### config.mk
export PLATFORM = sky130hd
export DESIGN_NAME = mont_exp_seq
export DESIGN_NICKNAME = d
export VERILOG_FILES = /design/src/rtl/mont_exp_pkg.sv /design/src/rtl/mont_mul_serial.sv /design/src/rtl/mont_exp_seq.sv
export SDC_FILE = /design/constraint.sdc
export NUM_CORES = 1
export LEC_CHECK = 0
export ABC_AREA = 1
export BUFFER_PORTS_ARGS = -buffer_cell sky130_fd_sc_hd__buf_2
export CAP_MARGIN = 0
export CORE_MARGIN = 2
export CORE_UTILIZATION = 25
export DETAILED_ROUTE_END_ITERATION = 8
export SLEW_MARGIN = 20
export SYNTH_ARGS = -nofsm -noshare
export SYNTH_HDL_FRONTEND = slang
export SYNTH_SLANG_ARGS = --single-unit
### constraint.sdc
create_clock -name clk -period 6.4 [get_ports clk]
set_clock_uncertainty 0.05 [all_clocks]
set_input_delay 0.32 -clock clk [delete_from_list [all_inputs] [get_ports clk]]
set_output_delay 0.32 -clock clk [all_outputs]
set_load 0.005 [all_outputs]
### src/rtl/mont_exp_pkg.sv
package mont_exp_pkg;

    typedef enum logic [2:0] {
        SEQ_IDLE,
        SEQ_SQUARE,
        SEQ_MULT,
        SEQ_CONV,
        SEQ_DONE
    } seq_state_t;

    typedef enum logic [1:0] {
        MM_IDLE,
        MM_RUN,
        MM_FIX
    } mm_state_t;

endpackage

### src/rtl/mont_mul_serial.sv
module mont_mul_serial
    import mont_exp_pkg::*;
#(
    parameter int W = 16
) (
    input  logic         clk,
    input  logic         rst_n,
    input  logic         start,
    input  logic [W-1:0] opa,
    input  logic [W-1:0] opb,
    input  logic [W-1:0] modn,
    output logic         done,
    output logic [W-1:0] prod
);
    localparam int CW = (W > 1) ? $clog2(W) : 1;
    localparam int AW = W + 2;

    typedef struct packed {
        mm_state_t     st;
        logic [W-1:0]  x;
        logic [W-1:0]  y;
        logic [W:0]    ypn;
        logic [W-1:0]  n;
        logic [AW-1:0] acc;
        logic [CW-1:0] cnt;
        logic          done;
        logic [W-1:0]  res;
    } mm_regs_t;

    mm_regs_t r_q, r_d;

    logic          xk, q;
    logic [AW-1:0] addend, sum, diff;

    always_comb begin
        r_d    = r_q;
        r_d.done = 1'b0;
        xk     = r_q.x[r_q.cnt];
        q      = r_q.acc[0] ^ (xk & r_q.y[0]);
        case ({xk, q})
            2'b00:   addend = '0;
            2'b01:   addend = AW'(r_q.n);
            2'b10:   addend = AW'(r_q.y);
            default: addend = AW'(r_q.ypn);
        endcase
        sum  = r_q.acc + addend;
        diff = r_q.acc - AW'(r_q.n);
        case (r_q.st)
            MM_IDLE: begin
                if (start) begin
                    r_d.x   = opa;
                    r_d.y   = opb;
                    r_d.n   = modn;
                    r_d.ypn = {1'b0, opb} + {1'b0, modn};
                    r_d.acc = '0;
                    r_d.cnt = '0;
                    r_d.st  = MM_RUN;
                end
            end
            MM_RUN: begin
                r_d.acc = sum >> 1;
                r_d.cnt = r_q.cnt + 1'b1;
                if (r_q.cnt == CW'(W - 1)) begin
                    r_d.st = MM_FIX;
                end
            end
            MM_FIX: begin
                r_d.res  = (r_q.acc >= AW'(r_q.n)) ? diff[W-1:0] : r_q.acc[W-1:0];
                r_d.done = 1'b1;
                r_d.st   = MM_IDLE;
            end
            default: r_d.st = MM_IDLE;
        endcase
    end

    always_ff @(posedge clk or negedge rst_n) begin
        if (!rst_n) begin
            r_q <= '{st: MM_IDLE, default: '0};
        end else begin
            r_q <= r_d;
        end
    end

    assign done = r_q.done;
    assign prod = r_q.res;

    p_mm_range_r4: assert property (@(posedge clk) disable iff (!rst_n)
        done |-> (prod < r_q.n))
        else $error("multiplier output not reduced");

    p_mm_pulse_r7: assert property (@(posedge clk) disable iff (!rst_n)
        done |=> !done)
        else $error("multiplier done longer than one cycle");

endmodule

### src/rtl/mont_exp_seq.sv
module mont_exp_seq
    import mont_exp_pkg::*;
#(
    parameter int W  = 16,
    parameter int EW = 16
) (
    input  logic          clk,
    input  logic          rst_n,
    output logic          ready,
    input  logic          en,
    input  logic [W-1:0]  x_in,
    input  logic [EW-1:0] e_in,
    input  logic [W-1:0]  n_in,
    input  logic [W-1:0]  r_mod,
    input  logic [W-1:0]  r2_mod,
    output logic          res_valid,
    output logic [W-1:0]  result
);
    localparam int IW = (EW > 1) ? $clog2(EW) : 1;

    typedef struct packed {
        seq_state_t    st;
        logic [W-1:0]  n;
        logic [EW-1:0] e;
        logic [IW-1:0] idx;
        logic [W-1:0]  xbar;
        logic          s1;
        logic          s2;
        logic [W-1:0]  m1a;
        logic [W-1:0]  m1b;
        logic [W-1:0]  m2a;
        logic [W-1:0]  m2b;
        logic [W-1:0]  res;
    } seq_regs_t;

    seq_regs_t r_q, r_d;

    logic         mm1_done, mm2_done;
    logic [W-1:0] mm1_res, mm2_res;

    mont_mul_serial #(.W(W)) u_mm_norm (
        .clk   (clk),
        .rst_n (rst_n),
        .start (r_q.s1),
        .opa   (r_q.m1a),
        .opb   (r_q.m1b),
        .modn  (r_q.n),
        .done  (mm1_done),
        .prod  (mm1_res)
    );

    mont_mul_serial #(.W(W)) u_mm_loop (
        .clk   (clk),
        .rst_n (rst_n),
        .start (r_q.s2),
        .opa   (r_q.m2a),
        .opb   (r_q.m2b),
        .modn  (r_q.n),
        .done  (mm2_done),
        .prod  (mm2_res)
    );

    logic [W-1:0] acc_new;
    logic         go_next;

    always_comb begin
        r_d     = r_q;
        r_d.s1  = 1'b0;
        r_d.s2  = 1'b0;
        acc_new = mm2_res;
        go_next = 1'b0;
        case (r_q.st)
            SEQ_IDLE: begin
                if (en) begin
                    r_d.n   = n_in;
                    r_d.e   = e_in;
                    r_d.idx = IW'(EW - 1);
                    r_d.m1a = x_in;
                    r_d.m1b = r2_mod;
                    r_d.m2a = r_mod;
                    r_d.m2b = r_mod;
                    r_d.s1  = 1'b1;
                    r_d.s2  = 1'b1;
                    r_d.st  = SEQ_SQUARE;
                end
            end
            SEQ_SQUARE: begin
                if (mm1_done) begin
                    r_d.xbar = mm1_res;
                end
                if (mm2_done) begin
                    if (r_q.e[r_q.idx]) begin
                        r_d.m2a = mm2_res;
                        r_d.m2b = mm1_done ? mm1_res : r_q.xbar;
                        r_d.s2  = 1'b1;
                        r_d.st  = SEQ_MULT;
                    end else begin
                        go_next = 1'b1;
                    end
                end
            end
            SEQ_MULT: begin
                go_next = mm2_done;
            end
            SEQ_CONV: begin
                if (mm1_done) begin
                    r_d.res = mm1_res;
                    r_d.st  = SEQ_DONE;
                end
            end
            SEQ_DONE: begin
                r_d.st = SEQ_IDLE;
            end
            default: r_d.st = SEQ_IDLE;
        endcase
        if (go_next) begin
            if (r_q.idx == '0) begin
                r_d.m1a = acc_new;
                r_d.m1b = W'(1);
                r_d.s1  = 1'b1;
                r_d.st  = SEQ_CONV;
            end else begin
                r_d.idx = r_q.idx - 1'b1;
                r_d.m2a = acc_new;
                r_d.m2b = acc_new;
                r_d.s2  = 1'b1;
                r_d.st  = SEQ_SQUARE;
            end
        end
    end

    always_ff @(posedge clk or negedge rst_n) begin
        if (!rst_n) begin
            r_q <= '{st: SEQ_IDLE, default: '0};
        end else begin
            r_q <= r_d;
        end
    end

    assign ready     = (r_q.st == SEQ_IDLE);
    assign res_valid = (r_q.st == SEQ_DONE);
    assign result    = r_q.res;

    p_start_needs_en_r2: assert property (@(posedge clk) disable iff (!rst_n)
        $fell(ready) |-> $past(en))
        else $error("left idle without a start request");

    p_operands_hold_r2: assert property (@(posedge clk) disable iff (!rst_n)
        (!ready && $past(!ready)) |-> ($stable(r_q.n) && $stable(r_q.e)))
        else $error("captured operands changed while busy");

    p_result_range_r4: assert property (@(posedge clk) disable iff (!rst_n)
        res_valid |-> (result < r_q.n))
        else $error("result not below modulus");

    p_valid_pulse_r7: assert property (@(posedge clk) disable iff (!rst_n)
        res_valid |=> (!res_valid && ready))
        else $error("result pulse malformed");

endmodule

==> results of run 1 <==
[sequential cells by signal, indices dropped and copies added (netlist names)]
register and cells:
r_q 121, result 16, u_mm_loop.done 1, u_mm_loop.prod 16, u_mm_loop.r_q 88, u_mm_norm.done 1
u_mm_norm.prod 16, u_mm_norm.r_q 88
[power by group through the flow]
stage | clock, mW | sequential, mW | combinational [mW]
final | 2.66 | 4.26 | 8.74
after global routing | 2.79 | 4.34 | 9.99
after CTS | 2.71 | 4.24 | 8.67
after detailed placement | 0 | 4.26 | 8.60
after global placement | 0 | 4.26 | 8.50
after floorplan | 0 | 3.69 | 6.84
[synthesized netlist by cell type (2+ instances only)]
cell,count
o22ai_1,24
nor2_2,4
nor3_1,17
or2_2,6
a21oi_1,154
inv_2,8
nand3_1,65
inv_1,283
a21oi_2,2
buf_6,10
ha_1,101
fa_1,6
nand2_2,15
dfrtp_1,347
o21bai_1,5
a21o_1,7
nand2_4,3
clkbuf_1,61
a22oi_1,32
o2111ai_1,3
buf_4,20
xor2_1,33
o31ai_1,12
buf_2,26
o211ai_1,11
o21a_1,6
o21ai_2,3
a32o_1,2
buf_1,4
a211oi_1,3
o21ai_0,304
nand4_1,10
o211ai_2,21
nor4_1,6
a22oi_2,2
nor2_1,195
nand3_2,10
xnor2_1,21
o221ai_1,23
a31oi_1,15
nand2_1,667
o21ai_1,35
nor2_4,3
[through the flow]
stage               cell area [um2]  util, %
global placement              21600     26.9
finish                        23600     29.3
floorplan                     20300        -
CTS                           23600     29.3
detailed placement            21600     26.9
global route                  23600     29.3
[routing by layer]
metal / up-vias / GRT usage (%) / routed length, um
li1: 8776 / - / -
met1: 8415 / 22.5 / 31000
met2: 574 / 23.4 / 28400
met3: 118 / 2.69 / 4370
met4: 0 / 6.19 / 2600
met5: - / 0 / 0
[repair_timing]
item / in CTS / in global routing
gates resized for setup: 0 / 0
hold buffers: 48 / 0
hold endpoints to repair: 154 / 0
[final timing paths]
check / from / endpoint / slack (ns) / depth (start not counted)
max: u_mm_norm.r_q[17]$_DFFE_PN0P_ / u_mm_norm.r_q[36]$_DFFE_PN0P_ / 2.08 / 26
min: x_in[1] / r_q[65]$_DFF_PN0_ / 0.06 / 5
max reg2reg: u_mm_norm.r_q[17]$_DFFE_PN0P_ / u_mm_norm.r_q[36]$_DFFE_PN0P_ / 2.08 / 26
min reg2reg: r_q[111]$_DFFE_PN0P_ / r_q[111]$_DFFE_PN0P_ / 0.41 / 2
max in group asynchronous: rst_n / u_mm_loop.r_q[83]$_DFFE_PN0P_ / 4.39 / 3
min in group asynchronous: rst_n / r_q[100]$_DFF_PN0_ / 0.39 / 2
[logic make-up (layout without fill, tap and decap cells)]
group | count (synthesis) | in the layout | synth area share [%]
simple gates | 1003 | 1003 | 20.1
compound gates | 672 | 672 | 19.4
fa+ha+maj | 107 | 107 | 6.81
other cells | 0 | 1 | 0
xor+xnor | 54 | 54 | 2.33
buf+inv | 413 | 527 | 8.53
flops | 347 | 347 | 42.7
mux | 1 | 1 | 0.0493
[final cells by class]
class / instances / share of cell area [%]
diodes: 1 / 0.0106
clock buffers: 54 / 4.98
clock inverters: 21 / 1.41
inverters: 292 / 4.64
multi-input cells: 1837 / 42.0
flip-flops and latches: 347 / 36.7
well taps: 1060 / 5.61
repair buffers: 160 / 4.63
[worst max-delay path, stage by stage (launching register included)]
cell       delay (ns)
dfrtp_1          0.64
inv_2            0.15
nand2_1          0.09
nand2_1          0.04
nand2_1          0.05
nand3_1          0.09
nand2_2          0.12
nand2_4          0.14
nor2_1           0.73
a22oi_1          0.14
nand2_1          0.10
o21a_1           0.16
inv_1            0.06
fa_1             0.45
inv_1            0.08
nand3_1          0.06
nand2_1          0.14
nand3_1          0.09
o2111ai_1        0.17
nand3_1          0.12
nand2_1          0.10
nand2_1          0.07
nand2_1          0.06
a21oi_1          0.07
nand2_1          0.06
nand2_1          0.04
o21ai_0          0.15
==> flow_metrics.env, run 1 <==
export IMPL_ys_types=55
export IMPL_ant_nets=0
export IMPL_seq_area_um2=8680
export IMPL_syn_num_nets=2787
export IMPL_crit_arrival_ns=4.75
export IMPL_fillers=8581
export IMPL_grt_pass1_wl_um=101000
export IMPL_first_iter_violations=1493
export IMPL_status="complete, no violations"
export IMPL_ctsRootBufferMaster="clkbuf_16"
export IMPL_pre_cts_ws_ns=2.11
export IMPL_async_flop_share_pct=100
export IMPL_antenna_found_initial=1
export IMPL_p_leak_nw=11.5
export IMPL_final_common_cell="nand2_1"
export IMPL_grt_pass1_vias=16867
export IMPL_combinationalPowerShare_pct=55.8
export IMPL_setup_viol=0
export IMPL_overflow=0
export IMPL_end_kind="register"
export IMPL_maxCapViolations=0
export IMPL_synth_seq_cells=347
export IMPL_final_nets=2870
export IMPL_hold_path_class="input port to register"
export IMPL_vdd_drop_max_v=0.000251
export IMPL_switchingPower_mw=7.68
export IMPL_p_total_mw=15.7
export IMPL_startpoint_type="register"
export IMPL_cts_num_sinks=347
export IMPL_worst_path_max_fanout=19
export IMPL_p_int_mw=7.97
export IMPL_avgSynthCellArea_um2=7.82
export IMPL_fp_dieW_um=289
export IMPL_drive_gt1_share_pct=9.89
export IMPL_fp_coreArea_um2=80500
export IMPL_slew_violations=0
export IMPL_timing_hold_ws_ns=0.0630
export IMPL_power_density_nw_per_um2=662
export IMPL_layout_common_cells="nand2_1 (664), dfrtp_1 (347), o21ai_0 (304)"
export IMPL_multi_input_area_um2=9920
export IMPL_power_frac_seq_pct=27.2
export IMPL_clock_fmax_ghz=0.231
export IMPL_dp_cells=3648
export IMPL_period_share_pct=67.5
export IMPL_grt_max_degree=167
export IMPL_synth_edf_count=0
export IMPL_clockBufferDepth=3
export IMPL_syn_inst=2597
export IMPL_numCtsBuffers=42
export IMPL_postCtsSetupBuffers=0
export IMPL_clkPwrFrac_pct=17.0
export IMPL_ys_flop_type="dfrtp_1"
export IMPL_dieHeight_um=289
export IMPL_vias=17883
export IMPL_place_congestion=0.909
export IMPL_p_sw_share_pct=49.1
export IMPL_wl_um=66300
export IMPL_place_hpwl_um=49300
export IMPL_vias_per_cell=4.74
export IMPL_fin_cells=3772
export IMPL_setup_tns_ns=0
export IMPL_cts_max_level=2
export IMPL_drc=0
export IMPL_setup_ws_ns=2.08
export IMPL_critPathKind="register to register"
export IMPL_dieArea_um2=83500
export IMPL_relSlewSlack_pct=33.9
export IMPL_tightestPinTransition_ns=0.991
export IMPL_dr_pass1_iters=6
export IMPL_synth_area_leaders="dfrtp_1 (43%), nand2_1 (12%), o21ai_0 (7.5%)"
export IMPL_clk_latency_ns=0.57
export IMPL_synth_top_area_cell="dfrtp_1"
export IMPL_grt_setup_unrepaired="no"
export IMPL_post_route_min_period_ns=4.32
export IMPL_hold_viol=0
export IMPL_cts_tree="yes"
export IMPL_start_util_pct=25.2
export IMPL_row_count=104
export IMPL_synth_area_um2=20300
export IMPL_top_level_ports=101
export IMPL_clkTransAtPathRegs_ns=0.06
export IMPL_required_ns=6.83
export IMPL_synth_top_cell_area_share_pct=42.7
export IMPL_yosysSeqAreaShare_pct=42.7
export IMPL_yosysWarnings=0
export IMPL_wl_per_cell_um=17.6
export IMPL_grt_use_total_pct=15.7
export IMPL_syn_to_final_growth_pct=16.4
export IMPL_port_buffers=100
Power figures use the tool's default switching activity.
==> run 2, diff against run 1 <==
==> constraint.sdc (replaced) <==
create_clock -name clk -period 3.58 [get_ports clk]
set_clock_uncertainty 0.05 [all_clocks]
set_input_delay 0.179 -clock clk [delete_from_list [all_inputs] [get_ports clk]]
set_output_delay 0.179 -clock clk [all_outputs]
set_load 0.005 [all_outputs]
==> run 2 against run 1 <==
Power rose by 82%. Hold slack got worse by 0.031 ns. Via count barely moved. Worst setup slack got worse by 1.8 ns. Non-clock buffer count rose by 49. Fmax rose by 32%. Core utilization rose by 0.63 points. Clock power rose by 71%. Combinational power rose by 89%. Die area did not move. Critical path type unchanged. Largest power group unchanged.
==> flow_metrics.env, run 2 (synthesis results as in run 1) <==
export IMPL_n_antenna_cell=0
export IMPL_antenna_found_initial=1
export IMPL_port_buffers=100
export IMPL_hold_start="r_mod[14]"
export IMPL_clkTransAtPathRegs_ns=0.06
export IMPL_path_cells="buf_12, nor2_1, nor2_1, nor2_1, nand2_1, nand2_4, nand2_1, buf_4, nand2_1, o21a_1, inv_1, fa_1, nor2_1, o21ai_0, nand2_1, nand4_1, nand2_1, a21oi_1, o21ai_1, xnor2_1, o21ai_0"
export IMPL_p_leak_nw=11.7
export IMPL_vias=17892
export IMPL_timing_hold_ws_ns=0.0321
export IMPL_first_iter_violations=1713
export IMPL_status="complete, no violations"
export IMPL_tightestPinTransition_ns=1.06
export IMPL_power_density_nw_per_um2=1180
export IMPL_cts_num_sinks=347
export IMPL_slowest_delay_ns=0.44
export IMPL_grt_use_total_pct=15.7
export IMPL_worst_path_max_fanout=16
export IMPL_fin_area_um2=24100
export IMPL_dr_pass1_iters=9
export IMPL_crit_arrival_ns=3.68
export IMPL_syn_to_final_growth_pct=18.9
export IMPL_final_common_cell="nand2_1"
export IMPL_clk_latency_ns=0.58
export IMPL_end_kind="register"
export IMPL_wl_per_cell_um=17.4
export IMPL_final_nets=2918
export IMPL_combinationalPowerShare_pct=57.6
export IMPL_reg2reg_from="u_mm_loop.r_q[17]$_DFFE_PN0P_"
export IMPL_place_hpwl_um=49800
export IMPL_overflow=0
export IMPL_hold_path_class="input port to register"
export IMPL_p_int_mw=14.7
export IMPL_critPathKind="register to register"
export IMPL_power_frac_seq_pct=26.4
export IMPL_cts_max_level=2
export IMPL_drc=0
export IMPL_wl_um=66600
export IMPL_switchingPower_mw=13.9
export IMPL_cp_startpoint="u_mm_loop.r_q[17]$_DFFE_PN0P_"
export IMPL_grt_pass1_wl_um=100000
export IMPL_drive_gt1_share_pct=11.6
export IMPL_p_sw_share_pct=48.6
export IMPL_start_util_pct=25.2
export IMPL_dieArea_um2=83500
export IMPL_fp_dieW_um=289
export IMPL_relSlewSlack_pct=29.5
export IMPL_vdd_drop_max_v=0.000504
export IMPL_ant_nets=0
export IMPL_largest_register="r_q"
export IMPL_required_ns=3.98
export IMPL_place_congestion=0.905
export IMPL_layout_common_cells="nand2_1 (663), dfrtp_1 (344), o21ai_0 (301)"
export IMPL_ctsRootBufferMaster="clkbuf_16"
export IMPL_numCtsBuffers=41
export IMPL_cts_tree="yes"
export IMPL_slew_violations=0
export IMPL_clkPwrFrac_pct=16.0
export IMPL_dp_cells=3674
export IMPL_setup_viol=0
export IMPL_startpoint_type="register"
export IMPL_clockBufferDepth=3
export IMPL_maxCapViolations=0
export IMPL_clock_fmax_ghz=0.305
export IMPL_hold_viol=0
export IMPL_largest_registers="r_q x121, u_mm_loop.r_q x88, u_mm_norm.r_q x88"
export IMPL_place_area_um2=21900
export IMPL_fp_coreArea_um2=80500
export IMPL_post_route_min_period_ns=3.28
export IMPL_fin_cells=3818
export IMPL_vias_per_cell=4.69
export IMPL_row_count=104
export IMPL_crit_slowest_cell="dfrtp_2"
export IMPL_largest_reg_flops=121
export IMPL_grt_max_degree=123
export IMPL_dieHeight_um=289
export IMPL_period_share_pct=91.6
export IMPL_cp_common_cell="nand2_1"
export IMPL_grt_pass1_vias=16669
export IMPL_top_level_ports=101
[run 2: cell count changes in the layout (fill, tap and decap cells not counted), moves of 3 or more]
| cell | change |
|---|---|
| buf_12 | +6 |
| a21oi_2 | +6 |
| dlygate4sd3_1 | +15 |
| o21ai_0 | -3 |
| nor2_4 | +3 |
| buf_4 | +26 |
| a21oi_1 | -6 |
| nor2_1 | -4 |
| dfrtp_2 | +3 |
| dfrtp_1 | -3 |
[run 2: stage by stage]
stage	total power [mW]	setup TNS [ns]	setup slack [ns]	util [%]
6_report	28.6	0	0.300	30.0
5_1_grt	31.2	-0.0450	-0.0183	30.0
4_1_cts	28.1	0	0.0148	29.8
3_5_place_dp	23.3	0	0.0857	27.2
3_3_place_gp	23.1	0	0.127	27.2
2_1_floorplan	18.8	0	0.422	-
[run 2: per-layer routing]
metal | vias to the layer above | part of all wire [%] | GRT usage [%]
met2 | 510 | 42 | 23.3
met4 | 2 | 3.8 | 5.84
met5 | - | 0.020 | 0
met1 | 8412 | 48 | 22.7
li1 | 8862 | - | -
met3 | 106 | 6.0 | 2.68
[run 2: timing repair]
item	in CTS	in global routing
setup buffers	0	8
hold endpoints to repair	166	0
endpoints found under the setup margin	0	18
resized for setup	0	28
hold buffers	63	0
[run 2: critical path, delay by kind of cell, from the launching register on]
kind / cells / cell delay, ns
AND/OR/NAND/NOR: 11 / 1.20
AO/OA/AOI/OAI: 5 / 0.55
flip-flops: 1 / 0.44
adder cells (fa/ha/maj): 1 / 0.41
buffers and inverters: 3 / 0.38
XOR/XNOR: 1 / 0.13
[run 2: area by class of cell]
class / count / area, um2
clock buffer: 55 / 1160
clock inverter: 18 / 297
fill: 8547 / 56400
inverter: 292 / 1100
multi-input combinational: 1837 / 10000
sequential: 347 / 8690
tap: 1060 / 1330
timing repair buffer: 209 / 1580
[run 2: power by group through the flow]
stage	sequential, mW	clock, mW	combinational (mW)
detailed placement	7.56	0	15.7
global route	7.69	4.80	18.7
floorplan	6.60	0	12.2
CTS	7.52	4.63	15.9
finish	7.55	4.56	16.5
global placement	7.57	0	15.5
[run 2: path summary, 6_finish.rpt]
path                       cells past startpoint  slack (ns)                            end
max in group asynchronous                      3        2.28  u_mm_loop.r_q[92]$_DFFE_PN0P_
setup reg to reg                              21        0.30  u_mm_loop.r_q[30]$_DFFE_PN0P_
min in group asynchronous                      2        0.19           r_q[114]$_DFFE_PN0P_
setup / recovery                              21        0.30  u_mm_loop.r_q[30]$_DFFE_PN0P_
hold / removal                                 5        0.03              r_q[46]$_DFF_PN0_
hold reg to reg                                2        0.42           r_q[111]$_DFFE_PN0P_
==> run 3, diff against run 2 <==
==> constraint.sdc (replaced) <==
create_clock -name clk -period 3.8 [get_ports clk]
set_clock_uncertainty 0.05 [all_clocks]
set_input_delay 0.19 -clock clk [delete_from_list [all_inputs] [get_ports clk]]
set_output_delay 0.19 -clock clk [all_outputs]
set_load 0.005 [all_outputs]
==> run 3 against run 2 <==
Sequential power is 5.2% lower. Via count is 0.15% higher. Critical path depth is 3 higher. Global-route usage is 0.061 points lower. Register-to-register slack better by 0.05 ns. Fmax is 5.0% lower. Critical path type unchanged.
==> flow_metrics.env, run 3 (synthesis results as in run 1) <==
export IMPL_slew_violations=0
export IMPL_cp_common_cell="nand2_1"
export IMPL_route_met2_wl_um=28000
export IMPL_path_cells="buf_4, nand2_1, nand2_1, nor2_1, nor2_2, nand2_2, nand2_8, nor2_2, buf_6, a22oi_1, a21oi_1, ha_1, a21oi_1, o21ai_0, nand2_1, o2111ai_2, nand3_1, nand2_1, nand2_1, nand2_1, a21oi_2, nand2_1, nand2_1, o21ai_0"
export IMPL_row_count=104
export IMPL_required_ns=4.20
export IMPL_hold_start="r_mod[10]"
export IMPL_setup_tns_ns=0
export IMPL_fin_cells=3813
export IMPL_multi_input_area_um2=9960
export IMPL_status="complete, no violations"
export IMPL_setup_viol=0
export IMPL_min_path_cells=5
export IMPL_wl_um=66800
export IMPL_cpLargestDelayFamily="simple AND/OR/NAND/NOR gates"
export IMPL_reg2reg_from="u_mm_norm.r_q[17]$_DFFE_PN0P_"
export IMPL_r2r_end="u_mm_norm.r_q[36]$_DFFE_PN0P_"
export IMPL_cp_num_buf_inv=2
export IMPL_clock_fmax_ghz=0.290
export IMPL_crit_slowest_cell="dfrtp_2"
export IMPL_grt_use_total_pct=15.7
export IMPL_place_area_um2=21800
export IMPL_dp_cells=3660
export IMPL_ctsRootBufferMaster="clkbuf_16"
export IMPL_period_share_pct=90.9
export IMPL_largest_reg_flops=121
export IMPL_antenna_found_initial=0
export IMPL_dieArea_um2=83500
export IMPL_post_route_min_period_ns=3.45
export IMPL_fillers=8529
export IMPL_layout_common_cells="nand2_1 (663), dfrtp_1 (345), o21ai_0 (303)"
export IMPL_top_level_ports=101
export IMPL_port_buffers=100
export IMPL_reg2reg_slack_ns=0.35
export IMPL_cts_tree="yes"
export IMPL_fin_area_um2=24000
export IMPL_routed_top_layer="met4"
export IMPL_vias_per_cell=4.70
export IMPL_dieHeight_um=289
export IMPL_wl_per_cell_um=17.5
export IMPL_worst_path_max_fanout=14
export IMPL_crit_arrival_ns=3.86
export IMPL_place_hpwl_um=49400
export IMPL_critPathKind="register to register"
export IMPL_n_antenna_cell=0
export IMPL_power_density_nw_per_um2=1110
export IMPL_fp_dieW_um=289
export IMPL_vias=17919
export IMPL_grt_max_degree=123
export IMPL_vdd_drop_max_v=0.000415
export IMPL_hold_path_class="input port to register"
export IMPL_clkTransAtPathRegs_ns=0.06
export IMPL_hold_viol=0
export IMPL_drive_gt1_share_pct=10.8
export IMPL_cts_max_level=2
export IMPL_syn_to_final_growth_pct=18.4
export IMPL_final_nets=2911
export IMPL_final_common_cell="nand2_1"
export IMPL_dr_pass1_iters=7
export IMPL_seq_area_um2=8690
export IMPL_fp_coreArea_um2=80500
export IMPL_relSlewSlack_pct=34.1
export IMPL_slowest_delay_ns=0.46
export IMPL_numCtsBuffers=42
export IMPL_clockBufferDepth=3
export IMPL_r2r_cells=24
export IMPL_maxCapViolations=0
export IMPL_cts_num_sinks=347
export IMPL_wl_met1_um=31500
export IMPL_ant_nets=0
export IMPL_drc=0
export IMPL_grt_pass1_vias=16610
export IMPL_overflow=0
export IMPL_grt_setup_unrepaired="no"
export IMPL_start_util_pct=25.2
export IMPL_min_to="r_q[42]$_DFF_PN0_"
export IMPL_largest_registers="r_q x121, u_mm_loop.r_q x88, u_mm_norm.r_q x88"
export IMPL_place_congestion=0.934
export IMPL_first_iter_violations=1544
export IMPL_wl_met3_um=4620
export IMPL_clk_latency_ns=0.59
export IMPL_tightestPinTransition_ns=0.988
export IMPL_end_kind="register"
export IMPL_grt_pass1_wl_um=100000
export IMPL_largest_register="r_q"
export IMPL_p_leak_nw=11.7
export IMPL_startpoint_type="register"
==> run 3: stage by stage <==
stage,util (%),hold WS [ns],power [mW],setup WS [ns]
6_report,29.9,0.0307,26.8,0.348
5_1_grt,29.9,0.0576,29.1,0.0160
4_1_cts,29.7,0.0228,26.3,0.0996
3_5_place_dp,27.1,0.329,21.7,0.117
3_3_place_gp,27.1,0.325,21.6,0.163
2_1_floorplan,-,-0.156,17.7,0.642
==> run 3: worst max-delay path by stage <==
stage,slack [ns],end,cells past startpoint,startpoint
after global routing,0.02,u_mm_loop.r_q[34]$_DFFE_PN0P_,22,u_mm_loop.r_q[17]$_DFFE_PN0P_
after global placement,0.16,u_mm_loop.r_q[30]$_DFFE_PN0P_,23,u_mm_loop.r_q[17]$_DFFE_PN0P_
after CTS,0.1,u_mm_loop.r_q[30]$_DFFE_PN0P_,23,u_mm_loop.r_q[17]$_DFFE_PN0P_
after floorplan,0.64,u_mm_norm.r_q[30]$_DFFE_PN0P_,20,u_mm_norm.r_q[17]$_DFFE_PN0P_
after detailed placement,0.12,u_mm_loop.r_q[30]$_DFFE_PN0P_,21,u_mm_loop.r_q[17]$_DFFE_PN0P_
final,0.35,u_mm_norm.r_q[36]$_DFFE_PN0P_,24,u_mm_norm.r_q[17]$_DFFE_PN0P_
==> run 3: routing by layer <==
metal	global-route usage, %	vias up
met5	0	-
met2	22.7	570
met3	3.32	117
met4	6.01	0
met1	22.6	8399
li1	-	8833
==> run 3: worst reg2reg max path, cell delays in order (launching register included) <==
cell       delay [ns]
dfrtp_2          0.46
buf_4            0.18
nand2_1          0.06
nand2_1          0.05
nor2_1           0.13
nor2_2           0.06
nand2_2          0.11
nand2_8          0.08
nor2_2           0.13
buf_6            0.17
a22oi_1          0.08
a21oi_1          0.15
ha_1             0.31
a21oi_1          0.28
o21ai_0          0.16
nand2_1          0.11
o2111ai_2        0.13
nand3_1          0.11
nand2_1          0.07
nand2_1          0.08
nand2_1          0.07
a21oi_2          0.13
nand2_1          0.06
nand2_1          0.05
o21ai_0          0.08
==> run 3: layout make-up <==
type                    instances  share of cell area [%]
clock buffers                  58                    4.87
clock inverters                18                    1.21
inverters                     292                    4.56
multi-input cells            1837                    41.4
flip-flops and latches        347                    36.1
well taps                    1060                    5.51
repair buffers                201                    6.31
==> run 3: what timing repair did <==
action                                  in CTS  in global routing
endpoints found under the setup margin       0                 12
gates resized for setup                      0                 13
hold buffers                                65                  0
setup buffers                                0                 12
hold endpoints to repair                   177                  0
==> run 3: where the power goes <==
group | leakage (nW) | switching, mW | internal (mW) | total (mW)
clock | 0.717 | 1.70 | 2.64 | 4.34
sequential | 4.29 | 1.78 | 5.37 | 7.16
combinational | 6.68 | 9.58 | 5.68 | 15.3
total | 11.7 | 13.1 | 13.7 | 26.8
